<file path="config.mk">
export PLATFORM = sky130hd
export DESIGN_NAME = td_status_updater
export DESIGN_NICKNAME = d
export VERILOG_FILES = /design/src/rtl/tdsu_pkg.sv /design/src/rtl/tdsu_token_decode.sv /design/src/rtl/tdsu_status_calc.sv /design/src/rtl/tdsu_out_stage.sv /design/src/rtl/td_status_updater.sv
export SDC_FILE = /design/constraint.sdc
export NUM_CORES = 1
export LEC_CHECK = 0
export BUFFER_PORTS_ARGS = -buffer_cell sky130_fd_sc_hd__buf_4
export CAP_MARGIN = 10
export CORE_UTILIZATION = 42
export CTS_BUF_LIST = sky130_fd_sc_hd__clkbuf_8 sky130_fd_sc_hd__clkbuf_16
export DETAILED_ROUTE_END_ITERATION = 8
export PLACE_DENSITY = 0.73
export SYNTH_ARGS = -nofsm -noshare
export SYNTH_HDL_FRONTEND = slang
export SYNTH_SLANG_ARGS = --single-unit
</file>
<file path="constraint.sdc">
create_clock -name clk -period 2.1 [get_ports clk]
set_clock_uncertainty 0.05 [all_clocks]
set_input_delay 0 -clock clk [delete_from_list [all_inputs] [get_ports clk]]
set_output_delay 0 -clock clk [all_outputs]
set_load 0.1 [all_outputs]
</file>
<file path="src/rtl/tdsu_pkg.sv">
package tdsu_pkg;

    localparam int CTRL_W    = 32;
    localparam int ALEN_W    = 11;

    // control word bit positions (fixed by the descriptor layout)
    localparam int B_SPD     = 29;
    localparam int B_ERR_HI  = 28;
    localparam int B_ERR_LO  = 27;
    localparam int B_ISO     = 25;
    localparam int B_IOC     = 24;
    localparam int B_ACTIVE  = 23;
    localparam int B_STALL   = 22;
    localparam int B_BABBLE  = 20;
    localparam int B_NAK     = 19;
    localparam int B_TIMEOUT = 18;

    localparam int C_DONE    = 0;
    localparam int C_SHORT   = 1;

    localparam logic [7:0] PID_SETUP = 8'h2D;
    localparam logic [7:0] PID_IN    = 8'h69;
    localparam logic [7:0] PID_OUT   = 8'hE1;

    typedef enum logic [2:0] {
        K_OK      = 3'd0,
        K_STALL   = 3'd1,
        K_BABBLE  = 3'd2,
        K_NAK     = 3'd3,
        K_TIMEOUT = 3'd4
    } kind_e;

    typedef enum logic [1:0] {
        RET_DONE  = 2'd0,
        RET_SKIP  = 2'd1,
        RET_SHORT = 2'd2,
        RET_FATAL = 2'd3
    } ret_e;

    typedef struct packed {
        logic [7:0]        pid;
        logic [6:0]        addr;
        logic [3:0]        endp;
        logic [ALEN_W-1:0] maxlen;
    } tok_fields_t;

    typedef struct packed {
        logic [CTRL_W-1:0] ctrl;
        logic [1:0]        cause;
        logic              xfer_err;
        logic              proc_err;
        ret_e              ret;
    } td_result_t;

    typedef struct packed {
        td_result_t  res;
        tok_fields_t tok;
    } out_word_t;

    function automatic tok_fields_t split_token(input logic [31:0] t);
        tok_fields_t f;
        f.pid    = t[7:0];
        f.addr   = t[14:8];
        f.endp   = t[18:15];
        f.maxlen = t[31:21] + 11'd1;
        return f;
    endfunction

    function automatic logic pid_known(input logic [7:0] p);
        return (p == PID_SETUP) || (p == PID_IN) || (p == PID_OUT);
    endfunction

endpackage

</file>
<file path="src/rtl/tdsu_token_decode.sv">
module tdsu_token_decode
    import tdsu_pkg::*;
(
    input  logic [31:0] token_i,
    output tok_fields_t fields_o,
    output logic        known_o
);
    always_comb begin
        fields_o = split_token(token_i);
        known_o  = pid_known(fields_o.pid);
    end
endmodule

</file>
<file path="src/rtl/tdsu_status_calc.sv">
module tdsu_status_calc
    import tdsu_pkg::*;
#(
    parameter int LEN_W = 12
)(
    input  logic [CTRL_W-1:0] ctrl_i,
    input  tok_fields_t       tok_i,
    input  logic              known_i,
    input  logic [2:0]        kind_i,
    input  logic [LEN_W-1:0]  len_i,
    output td_result_t        res_o
);
    localparam int CMP_W = (LEN_W > ALEN_W) ? LEN_W + 1 : ALEN_W + 1;

    logic [CTRL_W-1:0] c;
    logic [1:0]        cause;
    logic              xe;
    logic              pe;
    ret_e              ret;
    logic              to_path;
    logic [1:0]        cnt;
    logic [ALEN_W-1:0] len_m1;
    logic              over_max;
    logic              under_max;

    always_comb begin
        len_m1    = ALEN_W'(len_i - 1'b1);
        over_max  = CMP_W'(len_i) > CMP_W'(tok_i.maxlen);
        under_max = CMP_W'(len_i) < CMP_W'(tok_i.maxlen);
    end

    always_comb begin
        c       = ctrl_i;
        cause   = '0;
        xe      = 1'b0;
        pe      = 1'b0;
        ret     = RET_SKIP;
        to_path = 1'b0;
        cnt     = '0;
        if (!ctrl_i[B_ACTIVE]) begin
            ret = RET_SKIP;
        end else if (!known_i) begin
            pe  = 1'b1;
            ret = RET_FATAL;
        end else begin
            if (ctrl_i[B_ISO]) c[B_ACTIVE] = 1'b0;
            case (kind_e'(kind_i))
                K_OK: begin
                    c[ALEN_W-1:0] = len_m1;
                    c[B_ACTIVE]   = 1'b0;
                    c[B_NAK]      = 1'b0;
                    if (c[B_IOC]) cause[C_DONE] = 1'b1;
                    if ((tok_i.pid == PID_IN) && over_max) begin
                        c[B_BABBLE] = 1'b1;
                        c[B_STALL]  = 1'b1;
                        xe          = 1'b1;
                        ret         = RET_SKIP;
                    end else if (c[B_SPD] && under_max) begin
                        cause[C_SHORT] = 1'b1;
                        ret            = RET_SHORT;
                    end else begin
                        ret = RET_DONE;
                    end
                end
                K_STALL: begin
                    c[B_STALL]  = 1'b1;
                    c[B_ACTIVE] = 1'b0;
                    xe          = 1'b1;
                end
                K_BABBLE: begin
                    c[B_BABBLE] = 1'b1;
                    c[B_STALL]  = 1'b1;
                    c[B_ACTIVE] = 1'b0;
                    xe          = 1'b1;
                end
                K_NAK: begin
                    c[B_NAK] = 1'b1;
                    to_path  = (tok_i.pid == PID_SETUP);
                end
                default: to_path = 1'b1;
            endcase
            if (to_path) begin
                c[B_TIMEOUT] = 1'b1;
                cnt = c[B_ERR_HI:B_ERR_LO];
                if (cnt != 2'd0) begin
                    cnt = cnt - 2'd1;
                    if (cnt == 2'd0) begin
                        c[B_ACTIVE] = 1'b0;
                        xe          = 1'b1;
                        if (c[B_IOC]) cause[C_DONE] = 1'b1;
                    end
                end
                c[B_ERR_HI:B_ERR_LO] = cnt;
            end
        end
    end

    always_comb begin
        res_o.ctrl     = c;
        res_o.cause    = cause;
        res_o.xfer_err = xe;
        res_o.proc_err = pe;
        res_o.ret      = ret;
    end
endmodule

</file>
<file path="src/rtl/tdsu_out_stage.sv">
module tdsu_out_stage #(
    parameter int W = 8
)(
    input  logic         clk,
    input  logic         rst,
    input  logic         i_valid,
    output logic         i_ready,
    input  logic [W-1:0] i_data,
    output logic         o_valid,
    input  logic         o_ready,
    output logic [W-1:0] o_data
);
    assign i_ready = !o_valid || o_ready;

    always_ff @(posedge clk) begin
        if (rst) begin
            o_valid <= 1'b0;
            o_data  <= '0;
        end else if (i_ready) begin
            o_valid <= i_valid;
            if (i_valid) o_data <= i_data;
        end
    end

    assert_hold_R12: assert property (@(posedge clk) disable iff (rst)
        o_valid && !o_ready |=> o_valid && $stable(o_data));

    assert_empty_after_reset_R13: assert property (@(posedge clk)
        rst |=> !o_valid);
endmodule

</file>
<file path="src/rtl/td_status_updater.sv">
module td_status_updater
    import tdsu_pkg::*;
#(
    parameter int LEN_W = 12
)(
    input  logic             clk,
    input  logic             rst,
    input  logic             in_valid,
    output logic             in_ready,
    input  logic [31:0]      in_ctrl,
    input  logic [31:0]      in_token,
    input  logic [2:0]       in_kind,
    input  logic [LEN_W-1:0] in_len,
    output logic             out_valid,
    input  logic             out_ready,
    output logic [31:0]      out_ctrl,
    output logic [1:0]       out_cause,
    output logic             out_xfer_err,
    output logic             out_proc_err,
    output logic [1:0]       out_ret,
    output logic [7:0]       out_pid,
    output logic [6:0]       out_addr,
    output logic [3:0]       out_endp,
    output logic [10:0]      out_maxlen
);
    localparam int OW = $bits(out_word_t);

    tok_fields_t tok;
    logic        known;
    td_result_t  res;
    out_word_t   word_d;
    out_word_t   word_q;
    logic        in_fire;

    tdsu_token_decode u_dec (
        .token_i  (in_token),
        .fields_o (tok),
        .known_o  (known)
    );

    tdsu_status_calc #(.LEN_W(LEN_W)) u_calc (
        .ctrl_i  (in_ctrl),
        .tok_i   (tok),
        .known_i (known),
        .kind_i  (in_kind),
        .len_i   (in_len),
        .res_o   (res)
    );

    assign word_d.res = res;
    assign word_d.tok = tok;

    tdsu_out_stage #(.W(OW)) u_out (
        .clk     (clk),
        .rst     (rst),
        .i_valid (in_valid),
        .i_ready (in_ready),
        .i_data  (word_d),
        .o_valid (out_valid),
        .o_ready (out_ready),
        .o_data  (word_q)
    );

    assign in_fire      = in_valid && in_ready;
    assign out_ctrl     = word_q.res.ctrl;
    assign out_cause    = word_q.res.cause;
    assign out_xfer_err = word_q.res.xfer_err;
    assign out_proc_err = word_q.res.proc_err;
    assign out_ret      = word_q.res.ret;
    assign out_pid      = word_q.tok.pid;
    assign out_addr     = word_q.tok.addr;
    assign out_endp     = word_q.tok.endp;
    assign out_maxlen   = word_q.tok.maxlen;

    assert_skip_inactive_R2: assert property (@(posedge clk) disable iff (rst)
        in_fire && !in_ctrl[B_ACTIVE] |=>
            out_valid && out_ctrl == $past(in_ctrl) && out_ret == 2'd1 &&
            out_cause == 2'b00 && !out_xfer_err && !out_proc_err);

    assert_fatal_pid_R11: assert property (@(posedge clk) disable iff (rst)
        in_fire && in_ctrl[B_ACTIVE] && in_token[7:0] != 8'h2D &&
        in_token[7:0] != 8'h69 && in_token[7:0] != 8'hE1 |=>
            out_proc_err && out_ret == 2'd3 && out_ctrl == $past(in_ctrl));

    // any transfer error retires the descriptor
    assert_err_retires_R6: assert property (@(posedge clk) disable iff (rst)
        out_valid && out_xfer_err |-> !out_ctrl[B_ACTIVE]);

    assert_short_code_R4: assert property (@(posedge clk) disable iff (rst)
        out_valid && out_cause[C_SHORT] |-> out_ret == 2'd2);

    assert_nak_keeps_R7: assert property (@(posedge clk) disable iff (rst)
        in_fire && in_ctrl[B_ACTIVE] && !in_ctrl[B_ISO] && in_kind == 3'd3 &&
        (in_token[7:0] == 8'h69 || in_token[7:0] == 8'hE1) |=>
            out_ctrl[B_ACTIVE] && out_ctrl[B_NAK] && !out_xfer_err);
endmodule

</file>
==> flow_summary.toml <==
[grt]
track_usage = 0.293
antenna_found_initial = 0
grt_pass1_wl_mm = 19.3
grt_pass1_vias = 4011
grt_max_degree = 44
grt-ovfl-total = 0

[sta]
setup-tns-final_ns = 0
tightest_slew_ns = 0.517
hold_violations = 0
period_share = 0.964
slew_headroom = 0.653
max_freq_mhz = 494
period_needed_ns = 2.03
rsz0062_at_grt = "false"
setup_slack_ns = 0.0746
drv_slew = 0
setup_viol_count_final = 0

[synth]
ys_seq_area_frac = 0.414
syn-cell-area_um2 = 3340
syn-instance-count = 415
synth.top_cell.area_share = 0.414
yosys.area.top_type = "dfxtp_1"
ys_seq_elements = 69
synth_area_leaders = "dfxtp_1, nand2_1, a21oi_1"
ys_types = 48
syn_avg_cell_area_um2 = 8.04
ys_warn_count = 0
syn_nets = 511

[worst_setup_path]
crit_path_top_delay_cell = "dlygate4sd3_1"
slowest_delay_ns = 0.57
crit_type = "input port to register"
start_kind = "input port"
crit_top_cell = "dlygate4sd3_1"
crit_family = "buffers and inverters"
end_kind = "register"
crit_fanout = 28
path_buf_inv = 5
cp_data_arrival_time_ns = 2.21
critPathRequiredTime_ns = 2.29
crit_chain = "dlygate4sd3_1 -> buf_8 -> inv_1 -> buf_4 -> and3_1 -> a41oi_1 -> o41ai_1 -> dlygate4sd3_1"

[place]
place.gp.congestion = 0.903
dpl-instance-area_um2 = 4700
placement.io_buffers = 150
dp_hpwl_mm = 7.57
place_ws_ns = -0.233
dp_cells = 666

[floorplan]
dieArea_um2 = 8300
num_io_pins = 153
start_util = 0.434
core_um2 = 7690
die_h_um = 91.1
die-width_um = 91.1
rows = 32

[finish]
diodes = 0
fin_util = 0.752
area_delta_synth_final_pct = 73.3
fill_cells = 589
fin_area_um2 = 5780
final_nets = 753
drive_gt1_frac = 0.304
fin_cells = 764

[detailed_routing]
post-route-drc-count = 0
vias_per_cell = 5.26
detail_route.first_pass.iterations = 5
vias = 4019
routedWlPerCell_um = 15.7
ant_nets = 0
drtIter0Drc = 160
postRouteWirelength_mm = 12.0

[status]
status = "complete, no violations"

[clock_tree]
root_buffer = "clkbuf_8"
h-tree-depth = 3
post_cts_buffers = 0
cts_buffers = 9
clock_sinks = 69
cts_buffer_depth = 2
cts_tree = "done"
cts.reportedPaths.clkPinSlew_ns = 0.08
clk_latency_ns = 0.33

[worst_hold_path]
min_path_type = "input port to register"

[power_and_ir_drop]
p_per_area_nw_per_um2 = 709
p_leak_nw = 2.61
irDropWorstVdd_mv = 0.319

[job]
maxCapViolations = 0
==> cell families (layout without fill, tap and decap cells) <==
group	count (synthesis)	count (layout)	share of synthesized area
fa+ha+maj	13	13	0.0488
xor+xnor	19	19	0.0499
mux	3	3	0.00900
flops	69	69	0.414
buf+inv	34	281	0.0390
compound gates	105	105	0.190
simple gates	172	172	0.249
==> state kept, by name (all words and copies together), names as in the netlist <==
register and flops:
u_out.o_data 68, u_out.o_valid 1
==> power by group <==
part | switching (mW) | internal [mW] | total, mW
Clock | 0.525 | 0.773 | 1.30
Combinational | 0.925 | 0.444 | 1.37
Sequential | 0.0451 | 1.39 | 1.44
==> path summary, 6_finish.rpt <==
check	start	to	slack (ns)	cells after the start
worst max-delay path	rst	u_out.o_data[45]$_SDFFE_PP0P_	0.07	8
worst min-delay path	in_ctrl[23]	u_out.o_data[34]$_SDFFE_PP0P_	0.01	4
worst max register to register	u_out.o_valid$_SDFFE_PP0N_	u_out.o_data[45]$_SDFFE_PP0P_	0.08	6
worst min register to register	u_out.o_data[66]$_SDFFE_PP0P_	u_out.o_data[66]$_SDFFE_PP0P_	0.41	2
==> layer usage <==
| layer | up-vias | GRT usage | routed length (um) |
|---|---|---|---|
| met4 | 0 | 0.120 | 235 |
| met3 | 23 | 0.0461 | 614 |
| met2 | 159 | 0.537 | 6110 |
| met1 | 1882 | 0.336 | 5000 |
| li1 | 1955 | - | - |
| met5 | - | 0 | 0 |
==> per-stage QoR <==
| step | power [mW] | hold WS, ns |
|---|---|---|
| 2_1_floorplan | 2.31 | 0.0457 |
| 3_3_place_gp | 2.67 | 0.192 |
| 3_5_place_dp | 2.69 | 0.203 |
| 4_1_cts | 4.09 | 0.00684 |
| 5_1_grt | 4.26 | 0.0267 |
| 6_report | 4.10 | 0.0138 |
==> cell usage in the layout, fill, tap and decap left out, types with 3 or more instances in the layout <==
cell	Yosys	final
dlygate4sd3_1	0	82
o21ai_0	13	12
xor2_1	11	11
nor2b_1	3	3
mux2i_1	3	3
a211oi_1	10	10
a31oi_1	6	6
buf_4	0	170
clkbuf_8	0	12
nor2_1	18	18
a211o_1	4	4
ha_1	13	13
nand3_1	20	19
nand4_1	9	9
nand2b_1	4	3
inv_1	9	9
nor3_1	9	9
and3_1	5	5
o211ai_1	10	10
xnor2_1	8	8
dfxtp_1	69	68
nand2_1	85	84
a21oi_1	51	51
==> final cells by class <==
type | instances | area (um2) | share of cell area
flip-flops and latches | 69 | 1380 | 0.239
well taps | 102 | 128 | 0.0221
inverters | 9 | 33.8 | 0.00584
clock inverters | 4 | 77.6 | 0.0134
multi-input cells | 312 | 1840 | 0.318
repair buffers | 256 | 2150 | 0.373
clock buffers | 12 | 165 | 0.0286
==> cell usage after synthesis, drive strengths merged <==
cell      n
nand2    85
dfxtp    69
a21oi    52
clkbuf   20
nand3    20
nor2     18
o21ai    14
ha       13
xor2     11
a211oi   10
o211ai   10
inv       9
nand4     9
nor3      9
xnor2     8
a31oi     6
and3      5
buf       5
a211o     4
nand2b    4
and2      3
mux2i     3
nor2b     3
nor4      3
or3       3
nor4b     2
o21a      2
a21o      1
a221oi    1
a32o      1
a41o      1
a41oi     1
and3b     1
and4      1
and4bb    1
nand4b    1
nand4bb   1
nor4bb    1
o221ai    1
o41ai     1
or2       1
or4       1
==> worst min-delay path, delay by kind of cell <==
family	cells	cell delay, ns
and+or+nand+nor	2	0.17
buffers and inverters	1	0.14
AOI/OAI and AO/OA	1	0.06
==> repair_timing <==
item                       4_1_cts  5_1_grt
setup endpoints to repair        0        9
resized for setup                0        6
hold buffers                    82        0
hold endpoints to repair        58        0
(Power assumes the default switching activity.)
